**src/rtl/rstseq_pkg.sv**
```systemverilog
package rstseq_pkg;

    typedef enum logic [1:0] {
        ST_SUPPLY_LOW = 2'd0,
        ST_TIMEOUT    = 2'd1,
        ST_RUN        = 2'd2
    } seq_state_e;

endpackage

```
**src/rtl/rstseq_filter.sv**
```systemverilog
module rstseq_filter #(
    parameter int unsigned N       = 4,
    parameter logic        RST_VAL = 1'b0
) (
    input  logic clk,
    input  logic rst_n,
    input  logic din,
    output logic dout
);

    logic q;

    generate
        if (N <= 1) begin : g_pass
            always_ff @(posedge clk or negedge rst_n) begin
                if (!rst_n) q <= RST_VAL;
                else        q <= din;
            end
        end else begin : g_count
            localparam int unsigned CW = $clog2(N);
            logic [CW-1:0] run_len;

            always_ff @(posedge clk or negedge rst_n) begin
                if (!rst_n) begin
                    q       <= RST_VAL;
                    run_len <= '0;
                end else if (din == q) begin
                    run_len <= '0;
                end else if (run_len == CW'(N - 1)) begin
                    q       <= din;
                    run_len <= '0;
                end else begin
                    run_len <= run_len + 1'b1;
                end
            end
        end
    endgenerate

    assign dout = q;

    // the output only ever moves to the level the input last held
    p_follow_input_r4: assert property (@(posedge clk) disable iff (!rst_n)
        !$stable(dout) |-> ($past(din) == dout));

endmodule

```
**src/rtl/rstseq_timer.sv**
```systemverilog
module rstseq_timer #(
    parameter int unsigned LEN = 200
) (
    input  logic clk,
    input  logic rst_n,
    input  logic run,
    output logic done
);

    localparam int unsigned CW = (LEN > 1) ? $clog2(LEN) : 1;

    logic [CW-1:0] cnt;

    always_ff @(posedge clk or negedge rst_n) begin
        if (!rst_n)   cnt <= '0;
        else if (!run) cnt <= '0;
        else if (cnt != CW'(LEN - 1)) cnt <= cnt + 1'b1;
    end

    assign done = run && (cnt == CW'(LEN - 1));

    // the count never passes the programmed length
    p_count_bound_r3: assert property (@(posedge clk) disable iff (!rst_n)
        cnt <= CW'(LEN - 1));

    // leaving the timeout clears the count
    p_clear_on_stop_r5: assert property (@(posedge clk) disable iff (!rst_n)
        !run |=> (cnt == '0));

endmodule

```
**src/rtl/rstseq_top.sv**
```systemverilog
module rstseq_top
    import rstseq_pkg::*;
#(
    parameter int unsigned TIMEOUT_CYC = 40_000_000,
    parameter int unsigned SUP_FILT    = 8,
    parameter int unsigned PIN_FILT    = 20
) (
    input  logic clk,
    input  logic rst_n,
    input  logic supply_ok_i,
    input  logic pin_sense_i,
    input  logic wr_req_i,
    output logic pin_drive_low_o,
    output logic rst_o,
    output logic ser_lock_o,
    output logic wr_start_o
);

    seq_state_e state_q, state_d;
    logic       sup_f;
    logic       pin_f;
    logic       pin_prev;
    logic       pin_fall;
    logic       tmr_done;

    rstseq_filter #(.N(SUP_FILT), .RST_VAL(1'b0)) u_sup_filt (
        .clk   (clk),
        .rst_n (rst_n),
        .din   (supply_ok_i),
        .dout  (sup_f)
    );

    rstseq_filter #(.N(PIN_FILT), .RST_VAL(1'b1)) u_pin_filt (
        .clk   (clk),
        .rst_n (rst_n),
        .din   (pin_sense_i),
        .dout  (pin_f)
    );

    rstseq_timer #(.LEN(TIMEOUT_CYC)) u_timer (
        .clk   (clk),
        .rst_n (rst_n),
        .run   (state_q == ST_TIMEOUT),
        .done  (tmr_done)
    );

    always_ff @(posedge clk or negedge rst_n) begin
        if (!rst_n) pin_prev <= 1'b1;
        else        pin_prev <= pin_f;
    end

    // Armed only while released, so the block's own drive cannot retrigger it
    assign pin_fall = pin_prev && !pin_f && (state_q == ST_RUN);

    always_ff @(posedge clk or negedge rst_n) begin
        if (!rst_n) state_q <= ST_SUPPLY_LOW;
        else        state_q <= state_d;
    end

    always_comb begin
        state_d = state_q;
        unique case (state_q)
            ST_SUPPLY_LOW: if (sup_f)    state_d = ST_TIMEOUT;    // supply_up
            ST_TIMEOUT: begin
                if (!sup_f)              state_d = ST_SUPPLY_LOW; // supply_drop
                else if (tmr_done)       state_d = ST_RUN;        // timeout_done
            end
            ST_RUN: begin
                if (!sup_f)              state_d = ST_SUPPLY_LOW; // supply_drop
                else if (pin_fall)       state_d = ST_TIMEOUT;    // manual_edge
            end
            default:                     state_d = ST_SUPPLY_LOW;
        endcase
    end

    always_comb begin
        unique case (state_q)
            ST_RUN: begin
                rst_o           = 1'b0;
                pin_drive_low_o = 1'b0;
                ser_lock_o      = 1'b0;
            end
            default: begin
                rst_o           = 1'b1;
                pin_drive_low_o = 1'b1;
                ser_lock_o      = 1'b1;
            end
        endcase
        wr_start_o = wr_req_i && !ser_lock_o;
    end

    // an accepted supply drop forces reset on the next cycle
    p_drop_asserts_r2: assert property (@(posedge clk) disable iff (!rst_n)
        $fell(sup_f) |=> rst_o);

    // release only follows a completed timeout
    p_release_on_done_r3: assert property (@(posedge clk) disable iff (!rst_n)
        $fell(rst_o) |-> $past(tmr_done));

    // a drop during the timeout abandons it
    p_restart_r5: assert property (@(posedge clk) disable iff (!rst_n)
        (state_q == ST_TIMEOUT && !sup_f) |=> (state_q == ST_SUPPLY_LOW));

    // released state holds without a supply drop or a manual edge
    p_run_holds_r8: assert property (@(posedge clk) disable iff (!rst_n)
        (state_q == ST_RUN && sup_f && !pin_fall) |=> !rst_o);

    // no new write start while the lockout is high
    p_no_start_locked_r9: assert property (@(posedge clk) disable iff (!rst_n)
        ser_lock_o |-> !wr_start_o);

endmodule

```
**config.mk**
```make
export PLATFORM = sky130hd
export DESIGN_NAME = rstseq_top
export DESIGN_NICKNAME = d
export VERILOG_FILES = /design/src/rtl/rstseq_pkg.sv /design/src/rtl/rstseq_filter.sv /design/src/rtl/rstseq_timer.sv /design/src/rtl/rstseq_top.sv
export SDC_FILE = /design/constraint.sdc
export NUM_CORES = 1
export LEC_CHECK = 0
export ABC_CLOCK_PERIOD_IN_PS = 2400
export BUFFER_PORTS_ARGS = -buffer_cell sky130_fd_sc_hd__buf_2
export CORE_MARGIN = 2
export CORE_UTILIZATION = 52
export DETAILED_ROUTE_END_ITERATION = 16
export PLACE_DENSITY = 0.69
export REMOVE_ABC_BUFFERS = 1
export SYNTH_ARGS = -nofsm -noshare
export SYNTH_HDL_FRONTEND = slang
export SYNTH_SLANG_ARGS = --single-unit
```
**constraint.sdc**
```tcl
create_clock -name clk -period 2.4 [get_ports clk]
set_input_delay 0.24 -clock clk [delete_from_list [all_inputs] [get_ports clk]]
set_output_delay 0.24 -clock clk [all_outputs]
set_load 0.03 [all_outputs]
```
; Yosys cells after proc, flatten, opt, wreduce, memory -nomap -nowiden
; Index checks and enable logic that the tools add are counted.
[op_classes]
n_addsub = 3
n_eq_ne = 12
mux = 13
n_bitwise = 2
reduce_logical = 9
[ops]
columns = cell, count
row1 = two-way mux 26 bit, 2
row2 = adder 26 x 1 -> 26 bit (second input constant), 1
row3 = == test 26 bit (second input constant), 1
row4 = != test 26 bit (second input constant), 1
row5 = two-way mux 2 bit, 5
row6 = two-way mux 5 bit, 2
row7 = two-way mux 3 bit, 2
row8 = != test 3 bit (second input constant), 2
row9 = one-hot mux 2 bit (3 select lines), 1
row10 = adder 5 x 1 -> 5 bit (second input constant), 1
row11 = == test 5 bit (second input constant), 1
row12 = logical AND 1 bit, 4
row13 = AND reduction 2 bit, 2
row14 = adder 3 x 1 -> 3 bit (second input constant), 1
row15 = == test 3 bit (second input constant), 1
row16 = AND reduction 3 bit, 1
row17 = == test 1 bit, 2
row18 = == test 2 x 1 -> 1 bit (second input constant), 1
row19 = == test 2 bit (second input constant), 1
row20 = zero test 2 bit, 1
row21 = != test 2 x 1 -> 1 bit (second input constant), 1
row22 = != test 2 bit (second input constant), 1
row23 = inverter 1 bit, 2
row24 = zero test 1 bit, 1
row25 = two-way mux 1 bit, 1
[totals]
ff_bits = 39
in_bits = 5
out_inout_bits = 4
wordCells = 46

; Depth between registers and ports, before layout
; Gate-level depths: netlist (run 1).
[depth]
ltp_word = 6
mapped_depth = 7
ltp_nobuf = 6

; Hierarchy
; Synthesis (run 1) repeated with hierarchy kept, for this count alone.
[unflattened]
hier_cells = 224
hier_area_um2 = 2177.1
[by_module_without_submodules]
columns = mod, instances, cells_each, area_per_inst_um2, seq_area_each_um2
row1 = rstseq_timer, 1, 175, 1569.0, 650.6
row2 = rstseq_filter at u_pin_filt, 1, 22, 274.0, 151.4
row3 = rstseq_filter at u_sup_filt, 1, 11, 170.2, 100.1
row4 = rstseq_top, 1, 16, 163.9, 76.3

; Worst setup path before layout (run 1)
; Ideal clock, no wire load.
[synth_path]
path_type = register to register
startpoint = register u_timer.cnt[0]
endpoint = register u_timer.cnt[5]
arrival_time_ps = 1644
t_required_ps = 2280
path_slack_ps = 637
path_stages_with_launch = 8
synth_period_minus_slack_ps = 1763
path_cell_list = dfrtp_1 > ha_1 > nand3_1 > or2_1 > nor3_4 > buf_6 > nor2_2 > a31o_1
[synth_via]
elab_chain_len = 3
word_cells_on_any_way = 5
classes_between = add/sub (1) / eq/ne (2) / mux (2)
[synth_rtl]
columns = element, line
row1 = "start, declared", rstseq_timer.sv:12  ; logic [CW-1:0] cnt;
row2 = "start signal, assigned", rstseq_timer.sv:17  ; else if (cnt != CW'(LEN - 1)) cnt <= cnt + 1'b1;
row3 = adder 26 x 1 -> 26 bit, rstseq_timer.sv:17
row4 = two-way mux 26 bit, rstseq_timer.sv:17
row5 = two-way mux 26 bit, rstseq_timer.sv:16  ; else if (!run) cnt <= '0;
; Several ways; a longest one is shown, not always the timed one. The select of a mux whose other input is x is not followed.
; A chain may end at the register's enable or synchronous reset.

; Final worst setup path (run 1)
; Same ends and word-level chain as after synthesis.

==> metrics.txt, run 1 <==
ranking of synthesized cells by area sky130_fd_sc_hd__dfrtp_1 (48%), sky130_fd_sc_hd__xor2_1 (8.6%), sky130_fd_sc_hd__nor2_1 (6.0%), sky130_fd_sc_hd__nand3_1 (2.8%), sky130_fd_sc_hd__dfstp_2 (2.7%); Post-layout nets 205; diode insertion count for antenna repair 0; die height 65.1 um; crit-path max FO 12; via count of the first global-routing pass 1335; Clk pin slew, worst setup/hold paths 80 ps; setup TNS 0 ps; buffer depth of the longest clock path 2; cell taking the most area after synthesis sky130_fd_sc_hd__dfrtp_1; most common cell in the netlist sky130_fd_sc_hd__dfrtp_1; overall routing resource usage 0.183; DR DRC count 0; final standard cell area without fillers 2130 um2; post-synthesis share of cell area spent on and, or, nand and nor gates 0.258; core region area 3630 um2; io pins 9; data required time of the critical path 2580 ps; Final HPWL DP 2280 um; post-DR vias/cell 5.25; top achievable clock speed 488 MHz; setup violation total in the final timing report 0; actual transition at the worst max-transition pin 826 ps; CTS tree yes; Max stage delay cell, worst path sky130_fd_sc_hd__nor3_4; total of hold buffers inserted after clock tree synthesis 0; area fraction in compound gates after synthesis 0.0594; critical path start-end classification flop to flop; cell area after synthesis 1940 um2; number of nets with antenna violations after detailed routing 0; count of yosys warnings during synthesis 0; Clock Skew 10.1 ps; number of hold-slack violations in the final timing report 0; count of max-cap constraint violations 0; floorplan die area 4230 um2; insertion delay to the later sink of the worst-skew pair 280 ps; Filler cells 331; commonest cells in the netlist sky130_fd_sc_hd__dfrtp_1 (37), sky130_fd_sc_hd__nor2_1 (31), sky130_fd_sc_hd__xor2_1 (19), sky130_fd_sc_hd__nand3_1 (11), sky130_fd_sc_hd__nand2_1 (8); max-slew headroom at the worst pin 0.449; number of slew-limit violations in the final report 0; largest family of logic cells by synthesized area simple AND/OR/NAND/NOR gates; endpoint kind of the worst setup timing path flop; Avg WL per Cell 13.0 um; clock tree root buffer cell sky130_fd_sc_hd__clkbuf_8; cell chain of the critical path ha_1 > nand3_1 > or2_1 > nor3_4 > nor2_2 > a31o_1; final RePlAce weighted congestion 0.817; Setup Fix Bufs, Post-CTS 0; total CTS buffers 5; proportion of netlist area held by the largest area contributor 0.478; detailed-routing iteration count for the pre-antenna-repair pass 4; Sink Count 39; primary flip-flop cell chosen by synthesis mapping sky130_fd_sc_hd__dfrtp_1; fraction of final layout cells sized beyond drive strength 1 0.157; sequential fraction of the synthesis area 0.505; Async SR Flop Fraction 1.00; global-route wire length before repair 5950 um; Iter 0 DRT Violations 49; Peak supply drop 505 uV; buffers added on ports 8; Netlist cell types 46; worst hold path type primary input to async pin; number of flops mapped to enable cells by yosys 0; GR Overflow Total 0; share of cell area taken by muxes after synthesis 0.0168; area after detailed placement 2020 um2; effective utilization at floorplan 0.533; initial antenna violation count 0; kind of launch point of the worst setup path flop; H-tree lvl count 2; CP arrival 2230 ps; relative area change from synthesis to final layout 9.75%; setup slack, reg-to-reg 350 ps; #FFs+latches synth 39; portion of the clock cycle consumed by the worst path in the final layout 0.854; run status completed; static leakage 0.923 nW; unrepaired setup endpoints after global routing false; arithmetic-cell share of the synthesized area counting full adders, half adders and majority gates 0.0258; share of the synthesized netlist area taken by xor and xnor gates 0.108; average cell area after synthesis 10.5 um2; crit-path max cell delay 440 ps; drt total wl 3190 um; Final Critical Period 2050 ps; die boundary width 65.1 um; Post-Synthesis Cells 184; cts repair resizes 0; Pwr Total 0.00142 W; largest net degree at the start of global routing 40; vias post-DR 1286; standard-cell rows 22; Power Density 666 nW/um2
## layer usage
layer / wire length [um] / global-route usage
met4: 33 / 0.0573
met2: 1520 / 0.303
met1: 1550 / 0.236
met3: 83 / 0.0469
met5: 0 / 0
## where the power goes
part           switching (W)  total, W  internal (W)
logic               0.000120  0.000192     0.0000718
registers          0.0000378  0.000745      0.000707
clock network       0.000218  0.000479      0.000261
total               0.000376   0.00142       0.00104
## metrics by stage
stage,util,hold slack (ps),setup WS [ps],instances
final,0.585,44.8,351,245
after detailed placement,0.557,376,358,237
after CTS,0.585,79.2,344,245
after global placement,0.557,375,446,237
after floorplan,-,-55.6,523,178
after global routing,0.585,106,148,245
## cells in the final DEF (no fill, tap or decap), types with 2 or more instances in the layout
cell type and n:
sky130_fd_sc_hd__nand2_1 8, sky130_fd_sc_hd__ha_1 4, sky130_fd_sc_hd__nand3_1 11, sky130_fd_sc_hd__buf_2 8, sky130_fd_sc_hd__dfstp_2 2, sky130_fd_sc_hd__nor2_1 31
sky130_fd_sc_hd__clkbuf_8 7, sky130_fd_sc_hd__o311ai_1 2, sky130_fd_sc_hd__xnor2_1 5, sky130_fd_sc_hd__nand4_1 4, sky130_fd_sc_hd__and2_1 3, sky130_fd_sc_hd__nor2b_1 4
sky130_fd_sc_hd__mux2_2 2, sky130_fd_sc_hd__nor3_1 4, sky130_fd_sc_hd__nand2b_1 4, sky130_fd_sc_hd__dfrtp_1 37, sky130_fd_sc_hd__a21oi_1 5, sky130_fd_sc_hd__buf_4 3
sky130_fd_sc_hd__inv_1 4, sky130_fd_sc_hd__and3_1 2, sky130_fd_sc_hd__o21ai_0 2, sky130_fd_sc_hd__xor2_1 19, sky130_fd_sc_hd__nor4b_1 2
## final timing paths
path                                        end             from  cells after the start
max in group asynchronous       u_timer.cnt[12]            rst_n                      1
worst min register to register         pin_prev  u_pin_filt.dout                      0
worst max-delay path             u_timer.cnt[5]   u_timer.cnt[0]                      6
worst max register to register   u_timer.cnt[5]   u_timer.cnt[0]                      6
min in group clk                u_pin_filt.dout      pin_sense_i                      2
worst min-delay path             u_timer.cnt[6]            rst_n                      1
## registers in the layout, indices dropped and copies added (netlist names)
name	cells
u_timer.cnt	26
state_q	2
pin_prev	1
u_sup_filt.dout	1
u_pin_filt.g_count.run_len	5
u_pin_filt.dout	1
u_sup_filt.g_count.run_len	3
## area by class of cell
type | instances | area [um2] | area share
clock inverters | 1 | 7.51 | 0.00353
inverters | 4 | 15.0 | 0.00706
well taps | 48 | 60.1 | 0.0282
multi-input cells | 135 | 907 | 0.426
clock buffers | 7 | 96.3 | 0.0453
repair buffers | 11 | 62.6 | 0.0294
flip-flops and latches | 39 | 978 | 0.460
## kinds of logic after synthesis
logic type / Yosys count
fa+ha+maj: 4
flops: 39
xor+xnor: 24
compound gates: 17
simple gates: 87
mux: 3
buf+inv: 10
## worst max-delay path, delay by kind of cell, from the launching register on
kind | cells | cell delay (ps)
compound gates | 1 | 210
simple gates | 4 | 1120
flops | 1 | 410
fa+ha+maj | 1 | 190
(Power assumes the default switching activity.)
==> run 2, diff against run 1 <==
- CORE_MARGIN: 2 -> 8
==> run 2 against run 1 <==
Compared with the run above:
- combinational power hardly changed
- power rose by 0.38%
- clock power barely moved
- worst setup slack worse by 20 ps
- routed wire length up 5.0%
- critical path depth stayed put
- global-route usage is 5.5 points lower
- non-clock buffer count unchanged
- sequential cell count did not move
- critical endpoint unchanged
- highest routed layer unchanged
==> metrics.txt, run 2 (synthesized netlist as in run 1, its figures left out) <==
run status completed; Post-layout nets 205 (unchanged); detailed-routing iteration count for the pre-antenna-repair pass 4 (unchanged); Clock Skew 7.11 ps (-3.02 ps); core occupancy in the finished layout 0.584 (-0.00103); via count of the first global-routing pass 1388 (+4.0%); drt total wl 3350 um (+5.0%); crit-path max cell delay 460 ps (+20 ps); number of nets with antenna violations after detailed routing 0 (unchanged); Buf+Inv Stages, Crit Path 0 (unchanged); H-tree lvl count 2 (unchanged); relative area change from synthesis to final layout 9.55%; CTS tree yes; crit-path max FO 12 (unchanged); post-DR vias/cell 5.48 (+4.4%); GR Overflow Total 0 (unchanged); initial antenna violation count 0 (unchanged); clock tree root buffer cell sky130_fd_sc_hd__clkbuf_8; endpoint kind of the worst setup timing path flop; Avg WL per Cell 13.7 um (+5.0%); final standard cell area without fillers 2120 um2 (-0.18%); Biggest register u_timer.cnt; io pins 9 (unchanged); area after detailed placement 2020 um2 (unchanged); die boundary width 77.1 um (+18%); number of slew-limit violations in the final report 0 (unchanged); overall routing resource usage 0.128 (-0.0553); Pwr Total 0.00142 W (+0.38%); commonest non-fill, non-tap cells in the layout sky130_fd_sc_hd__dfrtp_1 (37), sky130_fd_sc_hd__nor2_1 (31), sky130_fd_sc_hd__xor2_1 (19); setup TNS 0 ps (unchanged); total of hold buffers inserted after clock tree synthesis 0 (unchanged); Setup Fix Bufs, Post-CTS 0 (unchanged); Final Critical Period 2070 ps (+20.4 ps); Final HPWL DP 2390 um (+4.8%); cts repair resizes 0 (unchanged); number of hold-slack violations in the final timing report 0 (unchanged); Clk pin slew, worst setup/hold paths 80 ps (about the same); worst hold path type primary input to async pin; diode insertion count for antenna repair 0 (unchanged); floorplan die area 5940 um2 (+40%); unrepaired setup endpoints after global routing false; buffers added on ports 8 (unchanged); largest net degree at the start of global routing 40 (unchanged); count of max-cap constraint violations 0 (unchanged); static leakage 0.924 nW (+0.11%); global-route wire length before repair 6180 um (+3.8%); portion of the clock cycle consumed by the worst path in the final layout 0.862 (+0.00851); DR DRC count 0 (unchanged); buffer depth of the longest clock path 2 (unchanged); actual transition at the worst max-transition pin 829 ps (+3.30 ps); CP arrival 2250 ps (+20 ps); final RePlAce weighted congestion 0.805 (-1.4%); total CTS buffers 5 (unchanged); core region area 3630 um2 (unchanged); Sink Count 39 (unchanged); standard-cell rows 22 (unchanged); cell class contributing the biggest share of worst-path delay simple AND/OR/NAND/NOR gates; Power Density 669 nW/um2 (+0.56%); fraction of final layout cells sized beyond drive strength 1 0.152 (-0.00508); critical path start-end classification flop to flop; vias post-DR 1343 (+4.4%); insertion delay to the later sink of the worst-skew pair 290 ps (about the same); Iter 0 DRT Violations 105 (+110%); Max stage delay cell, worst path sky130_fd_sc_hd__nor3_4; setup violation total in the final timing report 0 (unchanged); most common library cell in the layout ignoring fill and taps sky130_fd_sc_hd__dfrtp_1; Peak supply drop 416 uV (-18%); max-slew headroom at the worst pin 0.447 (-0.00220); effective utilization at floorplan 0.533 (unchanged); top achievable clock speed 483 MHz (-0.99%); data required time of the critical path 2580 ps (about the same); setup slack after placement 340 ps (-18.5 ps); Filler cells 333 (+0.60%); max FFs per register 26 (unchanged); die height 77.1 um (+18%); registers with the most flip-flops u_timer.cnt: 26 flops, u_pin_filt.g_count.run_len: 5 flops, u_sup_filt.g_count.run_len: 3 flops; cell chain of the critical path ha_1 > nand3_1 > or2_1 > nor3_4 > nor2_2 > a31o_1; setup ws final 331 ps (-20.4 ps); kind of launch point of the worst setup path flop
-- run 2: cell count changes in the layout (fill, tap and decap cells not counted) --
| cell | change |
|---|---|
| sky130_fd_sc_hd__clkbuf_1 | +1 |
| sky130_fd_sc_hd__clkinvlp_4 | -1 |
-- run 2: layout make-up --
cell class,instances,area [um2],area share
sequential,39,978,0.461
multi-input combinational,135,907,0.427
clock buffer,8,100,0.0471
timing repair buffer,11,62.6,0.0295
tap,48,60.1,0.0283
inverter,4,15.0,0.00707
-- run 2: final timing paths --
kind                            startpoint         endpoint  slack (ps)  cells after the start
max in group asynchronous            rst_n  u_timer.cnt[21]        1830                      1
hold reg to reg            u_pin_filt.dout         pin_prev         390                      0
hold / removal                       rst_n   u_timer.cnt[7]          40                      1
setup reg to reg            u_timer.cnt[0]   u_timer.cnt[5]         330                      6
min in group clk               pin_sense_i  u_pin_filt.dout         210                      2
setup / recovery            u_timer.cnt[0]   u_timer.cnt[5]         330                      6
-- run 2: metrics by stage --
stage,instances,hold WS (ps)
5_1_grt,245,115
2_1_floorplan,178,-55.6
6_report,245,43.2
3_5_place_dp,237,377
3_3_place_gp,237,375
4_1_cts,245,75.3
-- run 2: power breakdown --
part           leakage (nW)  switching (W)  internal, W
sequential            0.532      0.0000397     0.000707
clock                0.0515       0.000219     0.000262
combinational         0.341       0.000120    0.0000731
total                 0.924       0.000379      0.00104
-- run 2: metal layers --
| metal | wire (um) | GRT usage | up-vias | part of all wire |
|---|---|---|---|---|
| met3 | 119 | 0.0466 | 5 | 0.036 |
| met5 | 0 | 0 | - | 0 |
| met4 | 53 | 0.0623 | 0 | 0.016 |
| met2 | 1580 | 0.204 | 10 | 0.47 |
| met1 | 1590 | 0.148 | 668 | 0.48 |
| li1 | - | - | 660 | - |
